<file path="src/rtl/lds_pkg.sv">
package lds_pkg;
    localparam int ADDR_W     = 32;
    localparam int LINE_BYTES = 32;
    localparam int WORD_BYTES = 4;
    localparam int MAX_WORDS  = 16;

    localparam int LINE_WORDS = LINE_BYTES / WORD_BYTES;
    localparam int WIDX_W     = $clog2(LINE_WORDS);
    localparam int OFF_W      = $clog2(LINE_BYTES);
    localparam int BSEL_W     = $clog2(WORD_BYTES);
    localparam int CNT_W      = $clog2(MAX_WORDS + 1);

    typedef logic [ADDR_W-1:0] addr_t;
    typedef logic [WIDX_W-1:0] widx_t;
    typedef logic [CNT_W-1:0]  cnt_t;
    typedef logic [OFF_W-1:0]  off_t;

    // Position of the walk through a request
    typedef struct packed {
        addr_t line;
        widx_t widx;
        cnt_t  rem;
    } walk_t;

    // One outgoing read operation
    typedef struct packed {
        addr_t line;
        off_t  offset;
        cnt_t  words;
        logic  single;
        logic  last;
    } op_t;

    function automatic cnt_t room_in_line(widx_t w);
        return cnt_t'(LINE_WORDS) - cnt_t'(w);
    endfunction

    function automatic logic count_ok(cnt_t c);
        return (c != '0) && (c <= cnt_t'(MAX_WORDS));
    endfunction
endpackage

</file>
<file path="src/rtl/lds_chunk.sv">
module lds_chunk
    import lds_pkg::*;
(
    input  logic  active,
    input  walk_t cur,
    output op_t   op
);
    cnt_t room;
    cnt_t n;

    always_comb begin
        room      = room_in_line(cur.widx);
        n         = (room < cur.rem) ? room : cur.rem;
        op.line   = cur.line;
        op.offset = {cur.widx, {BSEL_W{1'b0}}};
        op.words  = n;
        op.single = (n == cnt_t'(1));
        op.last   = (n == cur.rem);
    end


    always_comb begin
        if (active) begin
            no_line_cross_chk: assert ((int'(op.offset) / WORD_BYTES) + int'(op.words) <= LINE_WORDS);
        end
    end
endmodule

</file>
<file path="src/rtl/lds_walker.sv">
module lds_walker
    import lds_pkg::*;
(
    input  logic  clk,
    input  logic  rst,
    input  logic  start,
    input  walk_t start_pos,
    input  logic  step,
    input  logic  step_last,
    input  cnt_t  step_words,
    output walk_t cur,
    output logic  busy
);
    always_ff @(posedge clk) begin
        if (rst) begin
            busy <= 1'b0;
            cur  <= '0;
        end else if (!busy) begin
            if (start) begin
                busy <= 1'b1;
                cur  <= start_pos;
            end
        end else if (step) begin
            if (step_last) begin
                busy <= 1'b0;
            end else begin
                cur.line <= cur.line + addr_t'(LINE_BYTES);
                cur.widx <= '0;
                cur.rem  <= cur.rem - step_words;
            end
        end
    end


    busy_hold_chk: assert property (@(posedge clk) disable iff (rst)
        busy && !(step && step_last) |=> busy);


    start_busy_chk: assert property (@(posedge clk) disable iff (rst)
        !busy && start |=> busy);
endmodule

</file>
<file path="src/rtl/lds_splitter.sv">
module lds_splitter
    import lds_pkg::*;
(
    input  logic              clk,
    input  logic              rst,
    input  logic              req_valid,
    output logic              req_ready,
    input  logic [ADDR_W-1:0] req_addr,
    input  logic [CNT_W-1:0]  req_count,
    output logic              op_valid,
    input  logic              op_ready,
    output logic [ADDR_W-1:0] op_line,
    output logic [OFF_W-1:0]  op_offset,
    output logic [CNT_W-1:0]  op_words,
    output logic              op_single,
    output logic              op_last,
    output logic              busy
);
    walk_t start_pos;
    walk_t cur;
    op_t   op;
    logic  start;
    logic  step;

    assign start_pos.line = {req_addr[ADDR_W-1:OFF_W], {OFF_W{1'b0}}};
    assign start_pos.widx = req_addr[OFF_W-1:BSEL_W];
    assign start_pos.rem  = req_count;

    assign req_ready = !busy;
    assign start     = req_valid && count_ok(req_count);
    assign op_valid  = busy;
    assign step      = op_valid && op_ready;

    lds_walker u_walker (
        .clk        (clk),
        .rst        (rst),
        .start      (start),
        .start_pos  (start_pos),
        .step       (step),
        .step_last  (op.last),
        .step_words (op.words),
        .cur        (cur),
        .busy       (busy)
    );

    lds_chunk u_chunk (
        .active (busy),
        .cur    (cur),
        .op     (op)
    );

    assign op_line   = op.line;
    assign op_offset = op.offset;
    assign op_words  = op.words;
    assign op_single = op.single;
    assign op_last   = op.last;


    stall_hold_chk: assert property (@(posedge clk) disable iff (rst)
        op_valid && !op_ready |=> op_valid && $stable(op_line) && $stable(op_offset) && $stable(op_words));


    next_line_chk: assert property (@(posedge clk) disable iff (rst)
        op_valid && op_ready && !op_last |=> op_valid && (op_offset == '0) && (op_line == $past(op_line) + addr_t'(LINE_BYTES)));


    middle_full_chk: assert property (@(posedge clk) disable iff (rst)
        op_valid && !op_last && (op_offset == '0) |-> (op_words == cnt_t'(LINE_WORDS)));


    last_drop_chk: assert property (@(posedge clk) disable iff (rst)
        op_valid && op_ready && op_last |=> !op_valid);


    bad_count_chk: assert property (@(posedge clk) disable iff (rst)
        req_valid && req_ready && !count_ok(req_count) |=> !busy);
endmodule

</file>
<file path="config.mk">
export PLATFORM = sky130hd
export DESIGN_NAME = lds_splitter
export DESIGN_NICKNAME = d
export VERILOG_FILES = /design/src/rtl/lds_pkg.sv /design/src/rtl/lds_chunk.sv /design/src/rtl/lds_walker.sv /design/src/rtl/lds_splitter.sv
export SDC_FILE = /design/constraint.sdc
export NUM_CORES = 1
export LEC_CHECK = 0
export BUFFER_PORTS_ARGS = -buffer_cell sky130_fd_sc_hd__buf_4
export CAP_MARGIN = 40
export CORE_MARGIN = 2
export CORE_UTILIZATION = 47
export DETAILED_ROUTE_END_ITERATION = 8
export PLACE_DENSITY = 0.82
export SLEW_MARGIN = 20
export SYNTH_ARGS = -nofsm -noshare
export SYNTH_HDL_FRONTEND = slang
export SYNTH_SLANG_ARGS = --single-unit
</file>
<file path="constraint.sdc">
create_clock -name clk -period 3.64 [get_ports clk]
set_input_delay 0.728 -clock clk [delete_from_list [all_inputs] [get_ports clk]]
set_output_delay 0.728 -clock clk [all_outputs]
set_load 0.05 [all_outputs]
</file>
==> results_dict.tcl, run 1 <==
set metrics [dict create \
    crit_type "flop to output port" \
    worst_slew_pin_slew_ns 0.7960 \
    syn_area_per_cell_sq_um 7.438 \
    cp.arrival_ns 2.81 \
    htree_levels 2 \
    antenna_found_initial 0 \
    regToRegSetupSlack_ns 0.13 \
    cts_sinks 36 \
    die_x_um 81.76 \
    core-area_sq_um 5886 \
    drc 0 \
    power.leakage_nw 1.403 \
    critPathRequiredTime_ns 2.91 \
    synthFlopType "dfxtp_1" \
    numCtsBuffers 5 \
    yosys_register_bits 36 \
    setup_ws_ns 0.09985 \
    period_share_pct 97.26 \
    std_cell_rows 28 \
    wl_per_cell_um 15.40 \
    report.final.slew_viol_count 0 \
    grt_use_total_pct 22.46 \
    wl_mm 7.748 \
    grt_first_pass_wirelength_mm 11.94 \
    dieArea_sq_um 6684 \
    ys_async_sr_fraction_pct 0 \
    cts_max_path_buffers 2 \
    die_height_um 81.76 \
    power_mw 1.661 \
    gp_congestion 0.8610 \
    setup_tns_ns 0 \
    hold_path_class "flop to flop" \
    clk_latency_ns 0.29 \
    drive_gt1_share_pct 29.21 \
    start_util_pct 48.28 \
    cts_tree "yes" \
    ant_nets 0 \
    ys_warn_count 0 \
    fin_skew_ns 0.003872 \
    cp_cell_sequence "inv_4 -> ha_4 -> ha_1 -> a21o_1 -> a21o_1 -> a211o_1 -> and3_4 -> ha_4 -> nand4_1 -> nor2_4 -> buf_8" \
    worstHoldStart "u_walker.cur[2]" \
    irDropWorstVdd_mv 0.2402 \
    cpMaxStageDelayCell "dfxtp_2" \
    max-slew-margin-rel_pct 46.86 \
    yosysMostFrequentCell "buf_4" \
    place_ws_ns 0.02210 \
    status "finished clean" \
    ys_seq_area_share_pct 25.36 \
    cts_hold_buf 0 \
    power.density_nw_per_um2 470.7 \
    reg2reg_from "u_walker.cur[5]" \
    syn_inst 382 \
    finalSetupViolations 0 \
    hold_slack_ns 0.5261 \
    cp_max_fo 4 \
    min_path_cells 2 \
    timing.rr.end "u_walker.cur[38]" \
    dp_hpwl_mm 5.371 \
    globalRouteOverflowTotal 0 \
    maxCapViolations 0 \
    final-hold-violation-count 0 \
    grt_pass1_vias 2644 \
    fillCellCount 552 \
    netlist_area_sq_um 2841 \
    synth_common_cells "buf_4, dfxtp_1, a21oi_1" \
    area_delta_synth_final_pct 24.17 \
    fin_util_pct 59.95 \
    placed_cells 491 \
    antennaDiodeCount 0 \
    fin_nets 478 \
    fin_cells 503 \
    placed_area_sq_um 3281 \
    synth_top_area_share_pct 25.36 \
    ios 88 \
    startpoint_type "flop" \
    final.min_clock_period_ns 3.540 \
    yosys.area.top_type "dfxtp_1" \
    worst_path_largest_cell_delay_ns 0.35 \
    grt_max_degree 37 \
    ys_top_cells_by_area "dfxtp_1, buf_4, a21oi_1" \
    root_buffer "clkbuf_8" \
    viasPerCell 5.901 \
    port_buffers 77 \
    rsz0062_at_grt "true" \
    finalInstanceArea_sq_um 3528 \
    first_pass_iters 4 \
    synth.distinct_cells 56 \
    timing.fmax_mhz 282.5 \
    drt_iter0_markers 220 \
    crit_path_end_kind "output port" \
    vias 2968 \
    synth_edf_count 0 \
    ff2ff_path_depth 15 \
    min_to "u_walker.cur[2]" \
    clkTransAtPathRegs_ns 0.07 \
]
-- layout by cell type (no fill, tap or decap), drive strengths merged, types with 2 or more instances in the layout --
| cell | synthesis | final |
|---|---|---|
| nor3 | 11 | 11 |
| nand4 | 11 | 11 |
| o2bb2ai | 2 | 2 |
| or4 | 3 | 3 |
| conb | 1 | 8 |
| a22oi | 7 | 7 |
| a221oi | 4 | 4 |
| nor2b | 5 | 5 |
| and4 | 2 | 2 |
| dfxtp | 36 | 36 |
| a211oi | 13 | 13 |
| and2 | 2 | 2 |
| o311ai | 3 | 3 |
| nand2 | 27 | 27 |
| a21oi | 30 | 30 |
| ha | 9 | 9 |
| nor4 | 10 | 10 |
| or3 | 2 | 2 |
| nor3b | 4 | 4 |
| nand3 | 22 | 22 |
| nor2 | 30 | 30 |
| inv | 16 | 16 |
| o221ai | 2 | 2 |
| o21ai | 25 | 25 |
| clkbuf | 15 | 8 |
| o211ai | 3 | 3 |
| and3 | 6 | 6 |
| mux2i | 4 | 4 |
| a31oi | 7 | 7 |
| buf | 47 | 93 |
| a21o | 4 | 4 |
| a311oi | 2 | 2 |
| o22ai | 4 | 4 |
-- state kept, by name, summed over array words and instances, names as in the netlist --
| register | cells |
|---|---|
| u_walker.busy | 1 |
| u_walker.cur | 35 |
-- timing repair --
action,4_1_cts,5_1_grt
pin swaps,2,11
setup endpoints to repair,3,29
setup buffers,1,3
gates resized for setup,7,15
-- report_power, final --
part	switching (mW)	total, mW	internal (mW)
clock	0.145	0.300	0.155
combinational	0.524	0.856	0.331
sequential	0.0692	0.505	0.436
total	0.739	1.66	0.922
-- critical path: cells and delay by family (launching register included) --
kind	cells	cell delay, ns
AOI/OAI and AO/OA	3	0.65
DFF	1	0.35
and+or+nand+nor	3	0.52
adders and majority gates	3	0.78
buffers and inverters	2	0.21
-- routing by layer --
layer | track usage, % | up-vias | wire length [um] | part of all wire [%]
li1 | - | 1458 | - | -
met1 | 30.05 | 1393 | 3465 | 45
met2 | 37.32 | 104 | 3678 | 47
met3 | 2.857 | 13 | 468 | 6.0
met4 | 7.500 | 0 | 136 | 1.8
met5 | 0 | - | 0 | 0
-- kinds of logic after synthesis --
kind of cell / share of synthesized area, %
multiplexers: 1.805
buffers and inverters: 15.72
AND/OR/NAND/NOR: 26.86
flip-flops: 25.36
other: 0.1320
adder cells (fa/ha/maj): 4.668
XOR/XNOR: 0.6166
AO/OA/AOI/OAI: 24.83
-- area by class of cell --
class | instances | area, sq um | area share, %
Clock buffer | 8 | 90.09 | 2.553
Inverter | 16 | 62.56 | 1.773
Multi-Input combinational cell | 275 | 1838 | 52.09
Sequential cell | 36 | 723.2 | 20.50
Tap cell | 75 | 93.84 | 2.660
Timing Repair Buffer | 93 | 720.7 | 20.43
-- worst max path at each step --
stage / from / end
finish: u_walker.cur[5] / op_last
detailed placement: u_walker.cur[5] / u_walker.cur[39]
global placement: u_walker.cur[5] / u_walker.cur[39]
CTS: u_walker.cur[5] / op_last
global route: u_walker.cur[5] / op_last
floorplan: u_walker.cur[5] / u_walker.cur[32]
Note: power is estimated with default switching activity, not from simulation.
==> run 2, diff against run 1 <==
--- a/config.mk
+++ b/config.mk
@@ -11,6 +11,7 @@
 export CORE_UTILIZATION = 47
 export DETAILED_ROUTE_END_ITERATION = 8
 export PLACE_DENSITY = 0.82
+export RECOVER_POWER = 50
 export SLEW_MARGIN = 20
 export SYNTH_ARGS = -nofsm -noshare
 export SYNTH_HDL_FRONTEND = slang
==> results_dict.tcl, run 2 (synthesis results as in run 1) <==
set metrics [dict create \
    status "finished clean" \
    clk_latency_ns 0.29 \
    dieArea_sq_um 6684 \
    cp_max_fo 4 \
    numCtsBuffers 5 \
    hold_slack_ns 0.5266 \
    first_pass_iters 5 \
    critPathBufInv 2 \
    drive_gt1_share_pct 21.50 \
    std_cell_rows 28 \
    setup_ws_ns 0.08318 \
    ios 88 \
    max-slew-margin-rel_pct 46.21 \
    core-area_sq_um 5886 \
    power_frac_seq_pct 30.9 \
    grtUsageMet3_pct 2.857 \
    grt_pass1_vias 2644 \
    grt_first_pass_wirelength_mm 11.94 \
    rsz0062_at_grt "true" \
    drt_iter0_markers 232 \
    power.leakage_nw 1.268 \
    clockPowerShare_pct 18.4 \
    worst_slew_pin_slew_ns 0.8058 \
    port_buffers 77 \
    globalRouteOverflowTotal 0 \
    die_height_um 81.76 \
    root_buffer "clkbuf_8" \
    grt_use_met2_pct 37.32 \
    largest_reg_flops 35 \
    top_regs "u_walker.cur x35, u_walker.busy x1" \
    final_cell_mix "buf_4, clkbuf_1, dfxtp_1" \
    cp.arrival_ns 2.83 \
    fin_skew_ns 0.003817 \
    power.density_nw_per_um2 479.0 \
    finalSetupViolations 0 \
    final_common_cell "buf_4" \
    fin_nets 478 \
    worst_path_largest_cell_delay_ns 0.35 \
    gp_congestion 0.8610 \
    area_delta_synth_final_pct 19.82 \
    viasPerCell 5.960 \
    place_ws_ns 0.02210 \
    antennaDiodeCount 0 \
    period_share_pct 97.71 \
    timing.fmax_mhz 281.2 \
    ant_nets 0 \
    crit_type "flop to output port" \
    cts_max_path_buffers 2 \
    regMostFlops "u_walker.cur" \
    grt_max_degree 37 \
    die_x_um 81.76 \
    start_util_pct 48.28 \
    regToRegSetupSlack_ns 0.11 \
    crit_family "adder cells" \
    irDropWorstVdd_mv 0.2407 \
    reg2reg_from "u_walker.cur[5]" \
    power_switching_share_pct 45.34 \
    power_frac_comb_pct 50.7 \
    setup_tns_ns 0 \
    grt.busiest_layer "met2" \
    cts_tree "yes" \
    startpoint "u_walker.cur[5]" \
    maxCapViolations 0 \
    worstHoldStart "u_walker.cur[2]" \
    antenna_found_initial 0 \
    vias 2998 \
    hold_path_class "flop to flop" \
    timing.rr.end "u_walker.cur[38]" \
    final.min_clock_period_ns 3.557 \
    final-hold-violation-count 0 \
    drc 0 \
    min_path_cells 2 \
    critPathRequiredTime_ns 2.91 \
    fillCellCount 585 \
    report.final.slew_viol_count 0 \
    clkTransAtPathRegs_ns 0.07 \
    grt_use_total_pct 22.46 \
    power_switching_mw 0.7394 \
    grt_util_met1_pct 30.05 \
    ff2ff_path_depth 15 \
    cts_sinks 36 \
    wl_mm 7.761 \
    cpMaxStageDelayCell "dfxtp_2" \
    crit_path_end_kind "output port" \
    cp_cell_sequence "inv_4 -> ha_4 -> ha_1 -> a21o_1 -> a21o_1 -> a211o_1 -> and3_4 -> ha_4 -> nand4_1 -> nor2_4 -> buf_8" \
    wl_per_cell_um 15.43 \
    dp_hpwl_mm 5.371 \
    p_int_mw 0.8913 \
    startpoint_type "flop" \
    min_to "u_walker.cur[2]" \
    htree_levels 2 \
]
[run 2: cell types whose count changed in the layout (fill, tap and decap cells not counted)]
cell      previous run  this run
buf_4               89        56
clkbuf_1             2        35
[run 2: worst reg2reg max path, stage by stage (launching register included)]
cell and delay [ns]:
dfxtp_2 0.35, inv_4 0.05, ha_4 0.25, ha_1 0.27, a21o_1 0.20, buf_4 0.14
a21oi_4 0.17, nor2_1 0.09, o311ai_4 0.25, ha_1 0.30, nand4_1 0.18, buf_4 0.15
o211ai_1 0.15, buf_4 0.24, or4b_1 0.50, a31oi_1 0.16
[run 2: worst max-delay path by stage]
stage,endpoint,cells past startpoint,slack (ns)
finish,op_last,11,0.08
global route,op_last,11,-0.01
CTS,op_last,11,0.003
detailed placement,u_walker.cur[39],14,0.02
global placement,u_walker.cur[39],14,0.06
floorplan,u_walker.cur[32],13,0.008
[run 2: cell type report]
| class | instances | area (sq um) | area share (%) |
|---|---|---|---|
| tap | 75 | 93.84 | 2.756 |
| inverter | 16 | 62.56 | 1.838 |
| timing repair buffer | 93 | 596.8 | 17.53 |
| multi-input combinational | 275 | 1838 | 53.99 |
| sequential | 36 | 723.2 | 21.24 |
| clock buffer | 8 | 90.09 | 2.646 |
[run 2: power by group through the flow]
stage	logic [mW]	clock network [mW]	registers (mW)
4_1_cts	0.781	0.306	0.501
6_report	0.827	0.300	0.504
2_1_floorplan	0.606	0	0.489
3_3_place_gp	0.743	0	0.507
5_1_grt	0.888	0.322	0.512
3_5_place_dp	0.753	0	0.510
[run 2: repair_timing]
| item | CTS | global route |
|---|---|---|
| pin swaps | 2 | 11 |
| setup endpoints to repair | 3 | 29 |
| buffers inserted | 1 | 3 |
| gates resized for setup | 7 | 15 |
| hold buffers | 0 | 0 |
[run 2: per-stage QoR]
| stage | cells | util [%] | area, sq um | total power [mW] |
|---|---|---|---|---|
| final | 503 | 57.84 | 3405 | 1.631 |
| after floorplan | 389 | - | 2898 | 1.096 |
| after detailed placement | 491 | 55.74 | 3281 | 1.263 |
| after CTS | 500 | 57.93 | 3410 | 1.588 |
| after global placement | 490 | 55.48 | 3266 | 1.250 |
| after global routing | 503 | 57.84 | 3405 | 1.722 |
[run 2: metal layers]
| metal | wire, um | part of all wire, % | vias up |
|---|---|---|---|
| li1 | - | - | 1458 |
| met1 | 3485 | 45 | 1394 |
| met2 | 3651 | 47 | 129 |
| met3 | 490 | 6.3 | 17 |
| met4 | 133 | 1.7 | 0 |
| met5 | 0 | 0 | - |
==> run 3, diff against run 2 <==
--- a/config.mk
+++ b/config.mk
@@ -9,6 +9,7 @@
 export CAP_MARGIN = 40
 export CORE_MARGIN = 2
 export CORE_UTILIZATION = 47
+export CTS_CLUSTER_SIZE = 16
 export DETAILED_ROUTE_END_ITERATION = 8
 export PLACE_DENSITY = 0.82
 export RECOVER_POWER = 50
==> constraint.sdc (replaced) <==
create_clock -name clk -period 3.64 [get_ports clk]
set_input_delay 0.546 -clock clk [delete_from_list [all_inputs] [get_ports clk]]
set_output_delay 0.546 -clock clk [all_outputs]
set_load 0.05 [all_outputs]
==> results_dict.tcl, run 3 (synthesis results as in run 1) <==
set metrics [dict create \
    status "finished clean" \
    timing.fmax_mhz 287.1 \
    critPathRequiredTime_ns 3.09 \
    grt_max_degree 46 \
    first_pass_iters 4 \
    top_regs "u_walker.cur x35, u_walker.busy x1" \
    grt_pass1_vias 2577 \
    multi_input_area_sq_um 1747 \
    cts_setup_buffers 0 \
    fin_nets 472 \
    placed_cells 489 \
    cts_max_path_buffers 2 \
    drc 0 \
    period_share_pct 95.69 \
    vias 2898 \
    placed_area_sq_um 3261 \
    irDropWorstVdd_mv 0.2765 \
    critPathBufInv 3 \
    cts_resized 0 \
    power.leakage_nw 1.217 \
    final-hold-violation-count 0 \
    numCtsBuffers 5 \
    fillCellCount 596 \
    start_util_pct 48.28 \
    final.min_clock_period_ns 3.483 \
    crit_path_end_kind "output port" \
    cp_cell_sequence "inv_2 -> ha_4 -> xor2_2 -> inv_1 -> ha_1 -> a21o_1 -> a211o_1 -> and3_1 -> ha_1 -> nand4_1 -> nor2_2 -> buf_6" \
    cp_max_fo 3 \
    routed.top_layer "met4" \
    antenna_found_initial 0 \
    cts_tree "yes" \
    dieArea_sq_um 6684 \
    cp_common_cell "ha_1" \
    wl_met1_mm 3.314 \
    std_cell_rows 28 \
    cp.arrival_ns 2.94 \
    ios 88 \
    port_buffers 77 \
    gp_congestion 0.8844 \
    cts_hold_buf 0 \
    fin_util_pct 55.23 \
    clkTransAtPathRegs_ns 0.08 \
    fin_cells 497 \
    routed-wl-met2_mm 3.509 \
    htree_levels 2 \
    regArea_sq_um 721.9 \
    ff2ff_path_depth 14 \
    worst_slew_pin_slew_ns 0.6316 \
    grt_use_total_pct 22.70 \
    grt_first_pass_wirelength_mm 11.99 \
    wl_met3_um 502 \
    die_height_um 81.76 \
    crit_family "adder cells" \
    dp_hpwl_mm 5.341 \
    regMostFlops "u_walker.cur" \
    report.final.slew_viol_count 0 \
    ant_nets 0 \
    wl_mm 7.434 \
    cpMaxStageDelayCell "dfxtp_1" \
    drive_gt1_share_pct 17.77 \
    antennaDiodeCount 0 \
    finalSetupViolations 0 \
    worst_path_largest_cell_delay_ns 0.32 \
    setup_tns_ns 0 \
    startpoint_type "flop" \
    max-slew-margin-rel_pct 56.69 \
    drt_iter0_markers 206 \
    fin_skew_ns 0.006352 \
    globalRouteOverflowTotal 0 \
    final_cell_mix "buf_4, clkbuf_1, dfxtp_1" \
    crit_cells 12 \
    die_x_um 81.76 \
    power.density_nw_per_um2 468.7 \
    largest_reg_flops 35 \
    viasPerCell 5.831 \
    clk_latency_ns 0.29 \
    core-area_sq_um 5886 \
    finalInstanceArea_sq_um 3251 \
    area_delta_synth_final_pct 14.40 \
    final_common_cell "buf_4" \
    crit_type "flop to output port" \
    wl_per_cell_um 14.96 \
    maxCapViolations 0 \
    hold_path_class "flop to flop" \
    cts_sinks 36 \
    min_path_cells 2 \
    root_buffer "clkbuf_8" \
]
## run 3: changes by cell type in the layout (fill, tap and decap cells not counted), moves of 2 or more
cell,change
ha_1,+4
and3_1,+3
ha_4,-4
and3_4,-3
clkbuf_1,+2
o21ai_0,+2
buf_8,-2
o21ai_1,-2
buf_4,-6
## run 3: final timing paths
check | start | slack [ns] | endpoint
max reg2reg | u_walker.cur[5] | 0.25 | u_walker.cur[39]
min | u_walker.cur[2] | 0.47 | u_walker.cur[2]
min reg2reg | u_walker.cur[2] | 0.47 | u_walker.cur[2]
max | u_walker.cur[5] | 0.16 | op_last
## run 3: power by group
group | switching, mW | internal (mW) | total [mW]
sequential | 0.0600 | 0.436 | 0.496
clock | 0.146 | 0.155 | 0.300
combinational | 0.491 | 0.237 | 0.728
total | 0.696 | 0.827 | 1.52
## run 3: metrics by stage
stage	hold slack [ns]	setup WS (ns)	power [mW]
CTS	0.4774	0.04731	1.552
detailed placement	0.4671	0.1284	1.252
global placement	0.4618	0.1864	1.237
global route	0.5054	-0.01708	1.619
floorplan	0.4486	0.0003857	1.088
finish	0.4749	0.1570	1.524
## run 3: tightest hold or removal path, stage by stage (launching register included)
cell and delay, ns:
dfxtp_1 0.33, nand2_1 0.06, a21oi_1 0.05
## run 3: cell type report
class	instances	share of cell area [%]
repair buffers	87	16.55
multi-input cells	275	53.73
well taps	75	2.887
inverters	16	1.848
clock buffers	8	2.771
flip-flops and latches	36	22.21
## run 3: per-layer routing
layer / track usage [%] / vias to the layer above
li1: - / 1440
met1: 30.09 / 1344
met2: 36.67 / 107
met3: 4.176 / 7
met4: 8.333 / 0
met5: 0 / -
